[src/rtl/router_pkg.sv]
package router_pkg;
  localparam int SEL_W = 3;

  typedef enum logic [SEL_W-1:0] {
    RT_NONE    = 3'd0,
    RT_RSVD    = 3'd1,
    RT_CNT0    = 3'd2,
    RT_CNT1    = 3'd3,
    RT_HI_RISE = 3'd4,
    RT_LO_RISE = 3'd5,
    RT_HI_FALL = 3'd6,
    RT_LO_FALL = 3'd7
  } route_sel_e;

  typedef struct packed {
    logic cnt0;
    logic cnt1;
    logic irq_hi;
    logic irq_lo;
  } res_vec_t;
endpackage

[src/rtl/pin_sync.sv]
module pin_sync #(
  parameter int NUM_PINS = 8
) (
  input  logic                clk_i,
  input  logic                rst_ni,
  input  logic [NUM_PINS-1:0] pad_i,
  output logic [NUM_PINS-1:0] lvl_o,
  output logic [NUM_PINS-1:0] rise_o,
  output logic [NUM_PINS-1:0] fall_o
);
  logic [NUM_PINS-1:0] meta_q, sync_q, dly_q;

  for (genvar p = 0; p < NUM_PINS; p++) begin : g_pin
    always_ff @(posedge clk_i or negedge rst_ni) begin
      if (!rst_ni) begin
        meta_q[p] <= 1'b0;
        sync_q[p] <= 1'b0;
        dly_q[p]  <= 1'b0;
      end else begin
        meta_q[p] <= pad_i[p];
        sync_q[p] <= meta_q[p];
        dly_q[p]  <= sync_q[p];
      end
    end
    assign rise_o[p] = sync_q[p] & ~dly_q[p];
    assign fall_o[p] = ~sync_q[p] & dly_q[p];
  end

  assign lvl_o = sync_q;
endmodule

[src/rtl/route_decode.sv]
module route_decode
  import router_pkg::*;
#(
  parameter int NUM_PINS = 8,
  localparam int SW = NUM_PINS * SEL_W
) (
  input  logic [SW-1:0]       sel_i,
  input  logic [NUM_PINS-1:0] rise_i,
  input  logic [NUM_PINS-1:0] fall_i,
  output res_vec_t            res_o
);
  res_vec_t hit [NUM_PINS];

  for (genvar p = 0; p < NUM_PINS; p++) begin : g_dec
    route_sel_e code;
    assign code = route_sel_e'(sel_i[p*SEL_W +: SEL_W]);
    always_comb begin
      hit[p] = '0;
      unique case (code)
        RT_CNT0:    hit[p].cnt0   = rise_i[p];
        RT_CNT1:    hit[p].cnt1   = rise_i[p];
        RT_HI_RISE: hit[p].irq_hi = rise_i[p];
        RT_LO_RISE: hit[p].irq_lo = rise_i[p];
        RT_HI_FALL: hit[p].irq_hi = fall_i[p];
        RT_LO_FALL: hit[p].irq_lo = fall_i[p];
        default:    hit[p]        = '0; // none and reserved
      endcase
    end
  end

  always_comb begin
    res_o = '0;
    for (int p = 0; p < NUM_PINS; p++) res_o = res_o | hit[p];
  end
endmodule

[src/rtl/pad_override_mux.sv]
module pad_override_mux #(
  parameter int NUM_PINS   = 8,
  parameter int EE_CLK_PIN = 4,
  parameter int EE_DAT_PIN = 5,
  parameter int STROBE_PIN = 6,
  parameter int FAULT_PIN  = 7
) (
  input  logic [NUM_PINS-1:0] dir_i,
  input  logic [NUM_PINS-1:0] dout_i,
  input  logic                strobe_en_i,
  input  logic                strobe_i,
  input  logic                fault_en_i,
  input  logic                fault_i,
  input  logic                ee_en_i,
  input  logic                ee_clk_i,
  input  logic                ee_dat_i,
  input  logic                ee_dat_oe_i,
  output logic [NUM_PINS-1:0] pad_o,
  output logic [NUM_PINS-1:0] pad_oe_o
);
  always_comb begin
    pad_o    = dout_i;
    pad_oe_o = dir_i;
    if (ee_en_i) begin
      pad_oe_o[EE_CLK_PIN] = 1'b1;
      pad_o[EE_CLK_PIN]    = ee_clk_i;
      pad_oe_o[EE_DAT_PIN] = ee_dat_oe_i;
      pad_o[EE_DAT_PIN]    = ee_dat_i;
    end
    // engine pulses take the pin only when it is already an output
    if (strobe_en_i && dir_i[STROBE_PIN]) pad_o[STROBE_PIN] = strobe_i;
    if (fault_en_i && dir_i[FAULT_PIN])   pad_o[FAULT_PIN]  = fault_i;
  end
endmodule

[src/rtl/pin_resource_router.sv]
module pin_resource_router
  import router_pkg::*;
#(
  parameter int NUM_PINS   = 8,
  parameter int EE_CLK_PIN = 4,
  parameter int EE_DAT_PIN = 5,
  parameter int STROBE_PIN = 6,
  parameter int FAULT_PIN  = 7,
  localparam int SW = NUM_PINS * SEL_W
) (
  input  logic                clk_i,
  input  logic                rst_ni,
  input  logic [NUM_PINS-1:0] pad_i,
  input  logic [NUM_PINS-1:0] dir_i,
  input  logic [NUM_PINS-1:0] dout_i,
  input  logic [SW-1:0]       sel_i,
  input  logic                strobe_en_i,
  input  logic                strobe_i,
  input  logic                fault_en_i,
  input  logic                fault_i,
  input  logic                ee_en_i,
  input  logic                ee_clk_i,
  input  logic                ee_dat_i,
  input  logic                ee_dat_oe_i,
  output logic [NUM_PINS-1:0] pad_o,
  output logic [NUM_PINS-1:0] pad_oe_o,
  output logic [NUM_PINS-1:0] rdbk_o,
  output logic                cnt0_en_o,
  output logic                cnt1_en_o,
  output logic                irq_hi_o,
  output logic                irq_lo_o
);
  logic [NUM_PINS-1:0] rise, fall;
  res_vec_t            res_d, res_q;

  pin_sync #(.NUM_PINS(NUM_PINS)) u_sync (
    .clk_i  (clk_i),
    .rst_ni (rst_ni),
    .pad_i  (pad_i),
    .lvl_o  (rdbk_o),
    .rise_o (rise),
    .fall_o (fall)
  );

  route_decode #(.NUM_PINS(NUM_PINS)) u_dec (
    .sel_i  (sel_i),
    .rise_i (rise),
    .fall_i (fall),
    .res_o  (res_d)
  );

  pad_override_mux #(
    .NUM_PINS   (NUM_PINS),
    .EE_CLK_PIN (EE_CLK_PIN),
    .EE_DAT_PIN (EE_DAT_PIN),
    .STROBE_PIN (STROBE_PIN),
    .FAULT_PIN  (FAULT_PIN)
  ) u_mux (
    .dir_i       (dir_i),
    .dout_i      (dout_i),
    .strobe_en_i (strobe_en_i),
    .strobe_i    (strobe_i),
    .fault_en_i  (fault_en_i),
    .fault_i     (fault_i),
    .ee_en_i     (ee_en_i),
    .ee_clk_i    (ee_clk_i),
    .ee_dat_i    (ee_dat_i),
    .ee_dat_oe_i (ee_dat_oe_i),
    .pad_o       (pad_o),
    .pad_oe_o    (pad_oe_o)
  );

  always_ff @(posedge clk_i or negedge rst_ni) begin
    if (!rst_ni) res_q <= '0;
    else         res_q <= res_d;
  end

  assign cnt0_en_o = res_q.cnt0;
  assign cnt1_en_o = res_q.cnt1;
  assign irq_hi_o  = res_q.irq_hi;
  assign irq_lo_o  = res_q.irq_lo;
endmodule

[config.mk]
export PLATFORM = sky130hd
export DESIGN_NAME = pin_resource_router
export DESIGN_NICKNAME = d
export VERILOG_FILES = /design/src/rtl/router_pkg.sv /design/src/rtl/pin_sync.sv /design/src/rtl/route_decode.sv /design/src/rtl/pad_override_mux.sv /design/src/rtl/pin_resource_router.sv
export SDC_FILE = /design/constraint.sdc
export NUM_CORES = 1
export LEC_CHECK = 0
export ABC_AREA = 1
export BUFFER_PORTS_ARGS = -buffer_cell sky130_fd_sc_hd__buf_4
export CAP_MARGIN = 20
export CORE_MARGIN = 2
export CORE_UTILIZATION = 45
export DETAILED_ROUTE_END_ITERATION = 8
export PLACE_DENSITY = 0.86
export SLEW_MARGIN = 20
export SYNTH_ARGS = -nofsm -noshare
export SYNTH_HDL_FRONTEND = slang
export SYNTH_SLANG_ARGS = --single-unit
[constraint.sdc]
create_clock -name clk_i -period 1.1 [get_ports clk_i]
set_input_delay 0.055 -clock clk_i [delete_from_list [all_inputs] [get_ports clk_i]]
set_output_delay 0.055 -clock clk_i [all_outputs]
set_load 0.02 [all_outputs]
# == Word level (Yosys, flattened, before mapping) ==
# Cells that the tools add are included.
# Widths: inputs -> output; s select.
# totals
in_bits,58
regBits,28
# op_classes
n_mux,36
eq_ne,48
n_reduce_logical,2
bitwise,39
# ops
op,n
$eq 3x3->1 const B,32
$eq 3x2->1 const B,16
$pmux 1 s2,16
$or 4x4->4,7
$mux 1,18
$and 1x1->1,16
$not 1->1,16
$mux 2,2
$logic_and 1x1->1,2

# == Logic depth before layout (Yosys ltp) ==
# Gate-level depths: netlist of run 1.
# logic_depth
depth_word,10
depth_mapped,9

# == Cells and area by module ==
# A second synthesis of run 1 with hierarchy kept.
# hier_totals
cells_unflattened,213
area_unflattened_um2,1505.2
# modules_own_cells
mod,seq_area_each_um2,instances,area_per_inst_um2,cells_per_inst
pin_sync,600.6,1,720.7,56
route_decode,0.0,1,533.0,124
pad_override_mux,0.0,1,151.4,29
pin_resource_router,100.1,1,100.1,4

# == Worst setup path before layout of run 1 ==
# Ideal clock, no wire load.
# synth_path
path_kind,reg-to-reg
start,register u_sync.sync_q[6] (netlist: u_sync.lvl_o[6])
end,"register res_q, in the netlist irq_hi_o"
stages_incl_launch_ff,10
n_path_buf,0
arrival_time_ns,0.936
slack_ns,0.045
required_ns,0.981
setup_ns,0.119
path_cell_list,dfrtp_1 -> inv_1 -> nand2_1 -> inv_1 -> nand2_1 -> nand2_1 -> nand2_1 -> nand2_1 -> nor2_1 -> nand2_1
# synth_rtl
element,line_no,text
from (decl),pin_sync.sv:11,"logic [NUM_PINS-1:0] meta_q, sync_q, dly_q;"
"from (signal, indexed assignment)",pin_sync.sv:21,sync_q[p] <= meta_q[p];
to (signal assigned),pin_resource_router.sv:75,else res_q <= res_d;
to (decl),pin_resource_router.sv:34,"res_vec_t res_d, res_q;"

# == Worst setup path after layout of run 1 ==
# layout_path
start,register u_sync.sync_q[1] (netlist: u_sync.lvl_o[1])
end,output port rdbk_o[1]
# layout_rtl
element,line_no,text
to (decl),pin_resource_router.sv:27,"output logic [NUM_PINS-1:0] rdbk_o,"
# No word-level cell between the ends.

==> results of run 1 <==
per-stage QoR:
step | utilization (%) | hold slack (ns) | worst slack (ns) | total power [mW] | instances
after CTS | 64.3 | 0.0804 | 0.0389 | 2.55 | 368
after global placement | 59.8 | -0.00987 | 0.0681 | 1.69 | 355
after floorplan | - | -0.241 | 0.0452 | 1.44 | 248
after global routing | 65.9 | 0.110 | -0.0518 | 2.68 | 373
after detailed placement | 59.8 | -0.00477 | 0.0535 | 1.71 | 355
final | 65.9 | 0.0759 | 0.0166 | 2.56 | 373
registers in the layout, summed over array words and instances, names as in the netlist:
register and count:
cnt1_en_o 1, cnt0_en_o 1, u_sync.lvl_o 8, irq_hi_o 1
u_sync.meta_q 8, irq_lo_o 1, u_sync.dly_q 8
cells by family after synthesis:
group | Yosys count | share of synthesized area (%)
flip-flops | 28 | 42.4
AND/OR/NAND/NOR | 167 | 42.5
buffers and inverters | 46 | 12.7
AO/OA/AOI/OAI | 7 | 2.42
cell type report:
class                           count  area (um^2)
Clock inverter                      1         30.0
Multi-Input combinational cell    174          762
Sequential cell                    28          702
Inverter                           36          135
Timing Repair Buffer               83          646
Clock buffer                        3         41.3
Fill cell                         325         1230
Tap cell                           48         60.1
worst max-delay path: stages, from the launching register on:
cell	delay, ns
dfrtp_1	0.45
buf_4	0.16
buf_4	0.15
placed cells by master (no fill, tap or decap):
cell,n
inv_1,27
nor2_4,1
nand4_1,2
nand2_1,74
clkbuf_8,3
buf_4,74
a21oi_2,1
inv_2,9
dfrtp_1,27
nor2_2,15
nor2_1,45
nand3_1,27
bufinv_16,1
a21oi_1,2
a31oi_1,2
o22ai_1,2
or2_2,1
dlygate4sd3_1,9
nand2_2,2
dfrtp_2,1
metal layers:
metal	vias up	global-route usage [%]	wire length, um
li1	897	-	-
met3	4	4.17	278
met5	-	0	0
met4	0	5.59	38
met1	768	20.8	1610
met2	57	35.3	2020
cell usage after synthesis:
cell type / instances
inv_1: 31
nand2_1: 75
nor2_2: 13
buf_4: 10
nor2_1: 48
nand3_1: 27
inv_2: 5
dfrtp_1: 28
nand2_2: 1
nand4_1: 2
a31oi_1: 2
o22ai_1: 2
or2_2: 1
a21oi_1: 3
what timing repair did:
item,4_1_cts,5_1_grt
hold buffers,9,0
hold endpoints to repair,36,0
endpoints found under the setup margin,0,3
buffers inserted,0,5
gates resized for setup,0,11
power groups by stage:
stage                     Sequential, mW  Clock [mW]  Combinational (mW)
final                               1.13       0.827               0.603
after global routing                1.14       0.873               0.664
after CTS                           1.13       0.837               0.583
after detailed placement            1.15           0               0.555
after global placement              1.15           0               0.542
after floorplan                     1.19           0               0.251
worst max path at each step:
| stage | from | slack (ns) | to |
|---|---|---|---|
| after floorplan | u_sync.lvl_o[6] | 0.05 | irq_hi_o |
| after global placement | u_sync.lvl_o[6] | 0.07 | irq_hi_o |
| after detailed placement | u_sync.lvl_o[6] | 0.05 | irq_hi_o |
| after CTS | u_sync.lvl_o[6] | 0.04 | irq_hi_o |
| after global routing | u_sync.lvl_o[0] | -0.05 | irq_lo_o |
| final | u_sync.lvl_o[1] | 0.02 | rdbk_o[1] |
==> metrics, run 1 <==
routed via count=~1,700; H-tree depth=1; Fin Setup TNS=0 ns; Antenna Cells=0; worst r2r src=u_sync.lvl_o[3]; capturing point of the worst reg2reg path=irq_hi_o; clock share of power=between 30% and 40%; global-route wire length before repair=approximately 6000 um; Initial Util=45.9%; CTS tree=yes; Net Sw Frac=27.0%; Min-Delay Path Class=in -> reg; CORE AREA=around 3600 um^2; DP HPWL=2970 um; Longest Clk Path Bufs=2; Mapped Cells=about 250; library cells used by synthesis=14; grt ovf=0; Die Area=roughly 4200 um^2; gr usage total=about a fifth; Core Rows=22; DR WL/cell=~11 um; synthesized flop and latch total=28; total clock sinks=28; Hold Crit Start=sel_i[17]; Sequential Power Share=between 40% and 50%; switching power=between 0.6 and 0.7 mW; Max IR drop VDD=around 0.8 mV; Slew headroom=between 70% and 80%; Hold EP=irq_hi_o; clk_lat worst skew=between 0.2 and 0.3 ns; Tmin final=roughly 1.1 ns; CTS Buf Count=3; syn nets=a little over 300; CTS clk-pin slew, worst paths=0.10 ns; CP required=between 1 and 1.5 ns; drt first pass iters=4; post-synth top area share=a little over two fifths; die height=64.6 um; synth top area cells=dfrtp_1 42%, nand2_1 17%, nor2_1 11%; routability cong.=roughly 0.84; DIE WIDTH=~65 um; final WL=a little under 4000 um; CP Launch Type=flip-flop; CP max FO=5; Max-cap violations=0; YS warnings=0; vias per inst=4.63; status=finished, final reports clean; unrepaired setup endpoints after global routing=yes; Worst Path Arrival=1.03 ns; pwr/cell area=around 1100 nW/um^2; final hold vios=0; post-synthesis cell area=1650 um^2; Seq/Total Area, Yosys=42.4%; clock root buffer=clkbuf_8; Initial DRC Count=54; Comb power frac=approximately a quarter; Final Setup Violations=0; P_int=1.87 mW; final instance area=~2400 um^2; pin count of the biggest net entering global routing=29; initial antenna violation count=0; number of global-route vias before repair=between 1,500 and 2,000; Final nets=384; Setup CP Type=reg -> out; Mapped Avg Cell Area=approximately 6.7 um^2; Worst R2R Path Depth=8; share of cells above drive strength 1=between 30% and 40%; Leak=around 1.3 nW; fin crit share=just under 100%; Area Overhead vs Synth=43.6%; Placement Cell Area=about 2200 um^2; Slew Limit Fails=0; IO Pins=86; Post-DRT Antenna Nets=0; R2R Setup Slk=roughly 0.05 ns; top cell type by total area after synthesis=dfrtp_1; Port Buffers=between 60 and 70; Max Clock Skew=roughly 0.0043 ns; hold path cells=5; Worst Max-Slew Pin Slew=about 0.36 ns; DRC=0; nature of the critical path endpoint=output pin; Max Freq=a little over 900 MHz
Note: power is estimated with default switching activity, not from simulation.
==> run 2, diff against run 1 <==
--- a/config.mk
+++ b/config.mk
@@ -5,13 +5,12 @@
 export SDC_FILE = /design/constraint.sdc
 export NUM_CORES = 1
 export LEC_CHECK = 0
-export ABC_AREA = 1
 export BUFFER_PORTS_ARGS = -buffer_cell sky130_fd_sc_hd__buf_4
 export CAP_MARGIN = 20
 export CORE_MARGIN = 2
-export CORE_UTILIZATION = 45
+export CORE_UTILIZATION = 41
 export DETAILED_ROUTE_END_ITERATION = 8
-export PLACE_DENSITY = 0.86
+export PLACE_DENSITY = 0.84
 export SLEW_MARGIN = 20
 export SYNTH_ARGS = -nofsm -noshare
 export SYNTH_HDL_FRONTEND = slang
==> run 2 against run 1 <==
  * The run now ends with setup timing left
  * Cell area shrank 6.6%
  * Utilization is 6.8 points higher
  * Non-clock buffer count rose by 14
  * Clock power fell by 19%
  * Count of clock-buffer cells in the layout unchanged
  * Sequential share of layout area is 2.2 points higher
  * First-iteration DRC count fell by 57%
  * Critical path depth up 2
  * Combinational power fell by 3.3%
  * Sequential power about the same
  * Critical path type is now reg -> reg
  * Highest routed layer unchanged
==> metrics, run 2 <==
status=complete, but fails checks (was finished, final reports clean); failing checks=setup timing; YS warnings=0 (unchanged); routability cong.=0.774 (was 0.843); Slew headroom=67.7% (was 76.2%); Tmin final=1.35 ns (was 1.08 ns); CP required=1.34 ns (was 1.04 ns); drt first pass iters=4 (unchanged); clk_lat worst skew=0.33 ns (was 0.28 ns); post-synthesis cell area=1320 um^2 (was 1650 um^2); DR WL/cell=13.8 um (was 10.6 um); gr usage total=18.4% (was 18.7%); synth top area cells=dfrtp_1 53%, buf_4 5.7%, nor4bb_1 4.6% (was dfrtp_1 42%, nand2_1 17%, nor2_1 11%); Worst Setup EP=cnt0_en_o (was rdbk_o[1]); post-synth top area share=53.3% (was 42.4%); syn nets=173 (was 306); grt ovf=0 (unchanged); final WL=3450 um (was 3950 um); Max-cap violations=0 (unchanged); Multi-input gate area=557 um^2 (was 762 um^2); CORE AREA=3050 um^2 (was 3610 um^2); synthesized flop and latch total=28 (unchanged); Leak=1.05 nW (was 1.33 nW); Sequential Power Share=47.3% (was 44.2%); Initial Util=43.1% (was 45.9%); Fin Setup TNS=-0.699 ns (was 0 ns); DRC=0 (unchanged); critical path startpoint=u_sync.lvl_o[2] (was u_sync.lvl_o[1]); Setup CP Type=reg -> reg (was reg -> out); worst setup margin=-0.247 ns (was 0.0166 ns); Worst Path Arrival=1.59 ns (was 1.03 ns); capturing point of the worst reg2reg path=cnt0_en_o (was irq_hi_o); DP HPWL=2470 um (was 2970 um); global-route wire length before repair=5060 um (was 6180 um); clock share of power=28.2% (was 32.3%); CTS tree=yes (unchanged); initial antenna violation count=0 (unchanged); CP Launch Type=flip-flop (unchanged); Max Clock Skew=0.00248 ns (was 0.00429 ns); filler cell count=238 (was 325); EDFF count, synth=0 (unchanged); Final nets=265 (was 384); routed via count=1,268 (was 1,726); worst slack, placed=-0.222 ns (was 0.0535 ns); Placement Cell Area=1930 um^2 (was 2160 um^2); number of global-route vias before repair=1,234 (was 1,609); share of cells above drive strength 1=50.0% (was 33.2%); vias per inst=5.07 (was 4.63); Initial DRC Count=23 (was 54); P_int=1.80 mW (was 1.87 mW); Worst Max-Slew Pin Slew=0.477 ns (was 0.357 ns); Die Area=3680 um^2 (was 4180 um^2); total clock sinks=28 (unchanged); Final Total Pwr=2.38 mW (was 2.56 mW); Max IR drop VDD=0.819 mV (was 0.800 mV); clock root buffer=clkbuf_4 (was clkbuf_8); asr flop ratio synth=100% (unchanged); Mapped Cells=115 (was 248); Register Area=704 um^2 (was 702 um^2); pwr/cell area=1070 nW/um^2 (was 1080 nW/um^2); most common cell after layout, fill and taps aside=buf_4; Comb power frac=24.5% (was 23.5%); R2R Setup Slk=-0.25 ns (was 0.05 ns); switching power=0.581 mW (was 0.693 mW); Port Buffers=69 (unchanged); Final Setup Violations=4 (was 0); Post-DRT Antenna Nets=0 (unchanged); Net Sw Frac=24.4% (was 27.0%); fin crit share=122% (was 98.5%); H-tree depth=1 (unchanged); worst r2r src=u_sync.lvl_o[2] (was u_sync.lvl_o[3]); Seq/Total Area, Yosys=53.3% (was 42.4%); nature of the critical path endpoint=flip-flop (was output pin); Worst R2R Path Depth=4 (was 8); Area Overhead vs Synth=68.8% (was 43.6%); Core Rows=20 (was 22); IO Pins=86 (unchanged); top cell type by total area after synthesis=dfrtp_1 (unchanged); CTS Buf Count=3 (unchanged); Mapped Avg Cell Area=11.4 um^2 (was 6.67 um^2); hold path cells=3 (was 5); Antenna Cells=0 (unchanged); pin count of the biggest net entering global routing=29 (unchanged); unrepaired setup endpoints after global routing=yes (unchanged); CTS clk-pin slew, worst paths=0.14 ns (was 0.10 ns); Longest Clk Path Bufs=2 (unchanged); Max Freq=742 MHz (was 923 MHz); final instance area=2220 um^2 (was 2380 um^2); final hold vios=0 (unchanged); Slew Limit Fails=0 (unchanged); Min-Delay Path Class=in -> reg (unchanged); DIE WIDTH=60.6 um (was 64.6 um); most frequent cell after synthesis=dfrtp_1 (was nand2_1); CP max FO=2 (was 5); library cells used by synthesis=28 (was 14); most frequent cells in the layout=67 x buf_4, 25 x dfrtp_1, 16 x dlygate4sd3_1 (was 74 x nand2_1, 74 x buf_4, 45 x nor2_1); die height=60.6 um (was 64.6 um); synth cell count leaders=28 x dfrtp_1, 10 x buf_4, 8 x inv_1, 8 x nand3b_1 (was 75 x nand2_1, 48 x nor2_1, 31 x inv_1); Synth Flop Type=dfrtp_1 (unchanged)
==> run 2: changes by cell type in the layout (fill, tap and decap cells not counted), moves of 9 or more <==
cell / before / now
nor2_2: 15 / 0
inv_2: 9 / 0
buf_6: 0 / 14
inv_1: 27 / 8
nor2_1: 45 / 0
nand3_1: 27 / 1
nand2_1: 74 / 5
==> run 2: worst min-delay path by stage <==
stage               from               end
6_report       sel_i[15]         cnt1_en_o
5_1_grt        sel_i[15]         cnt1_en_o
4_1_cts         sel_i[6]          irq_lo_o
3_5_place_dp      rst_ni  u_sync.meta_q[7]
3_3_place_gp      rst_ni  u_sync.meta_q[7]
2_1_floorplan     rst_ni         cnt0_en_o
==> run 2: critical path: stages, from the launching register on <==
cell and delay, ns:
dfrtp_2 0.43, nor4bb_4 0.15, a22o_1 0.21, a221o_1 0.25, or2_1 0.20
==> run 2: stage by stage <==
step                      std cells  utilization [%]  hold slack, ns
after floorplan                 115                -          -0.241
after global routing            250             72.7          0.0290
after global placement          229             63.1         -0.0222
after detailed placement        229             63.1         -0.0103
final                           250             72.7          0.0205
after CTS                       249             71.1         0.00936
==> run 2: power by group through the flow <==
| stage | Clock [mW] | Sequential (mW) | Combinational [mW] |
|---|---|---|---|
| after floorplan | 0 | 1.18 | 0.192 |
| after global placement | 0 | 1.14 | 0.490 |
| after detailed placement | 0 | 1.14 | 0.504 |
| after CTS | 0.685 | 1.12 | 0.562 |
| after global routing | 0.718 | 1.13 | 0.628 |
| final | 0.670 | 1.12 | 0.583 |
==> run 2: final cells by class <==
class                   count  share of cell area (%)
clock buffers               3                    1.01
clock inverters             1                    1.35
inverters                   8                    1.35
multi-input cells          69                    25.1
flip-flops and latches     28                    31.7
well taps                  44                    2.48
repair buffers             97                    37.0
==> run 2: cells by family after synthesis <==
logic type	Yosys count	synth area share, %
AO/OA/AOI/OAI	26	14.3
buffers and inverters	18	7.99
flip-flops	28	53.3
multiplexers	5	4.28
AND/OR/NAND/NOR	38	20.2
==> run 2: timing repair <==
action	4_1_cts	5_1_grt
setup endpoints to repair	9	12
buffers inserted	0	1
hold endpoints to repair	39	0
pin swaps	4	4
resized for setup	9	10
hold buffers	16	0
==> run 2: routing by layer <==
metal  vias to the layer above  global-route usage [%]  wire, um
met3                         7                    6.18       320
met5                         -                       0         0
met4                         0                    4.97        26
met2                        59                    33.6      1840
li1                        599                       -         -
met1                       603                    20.5      1260
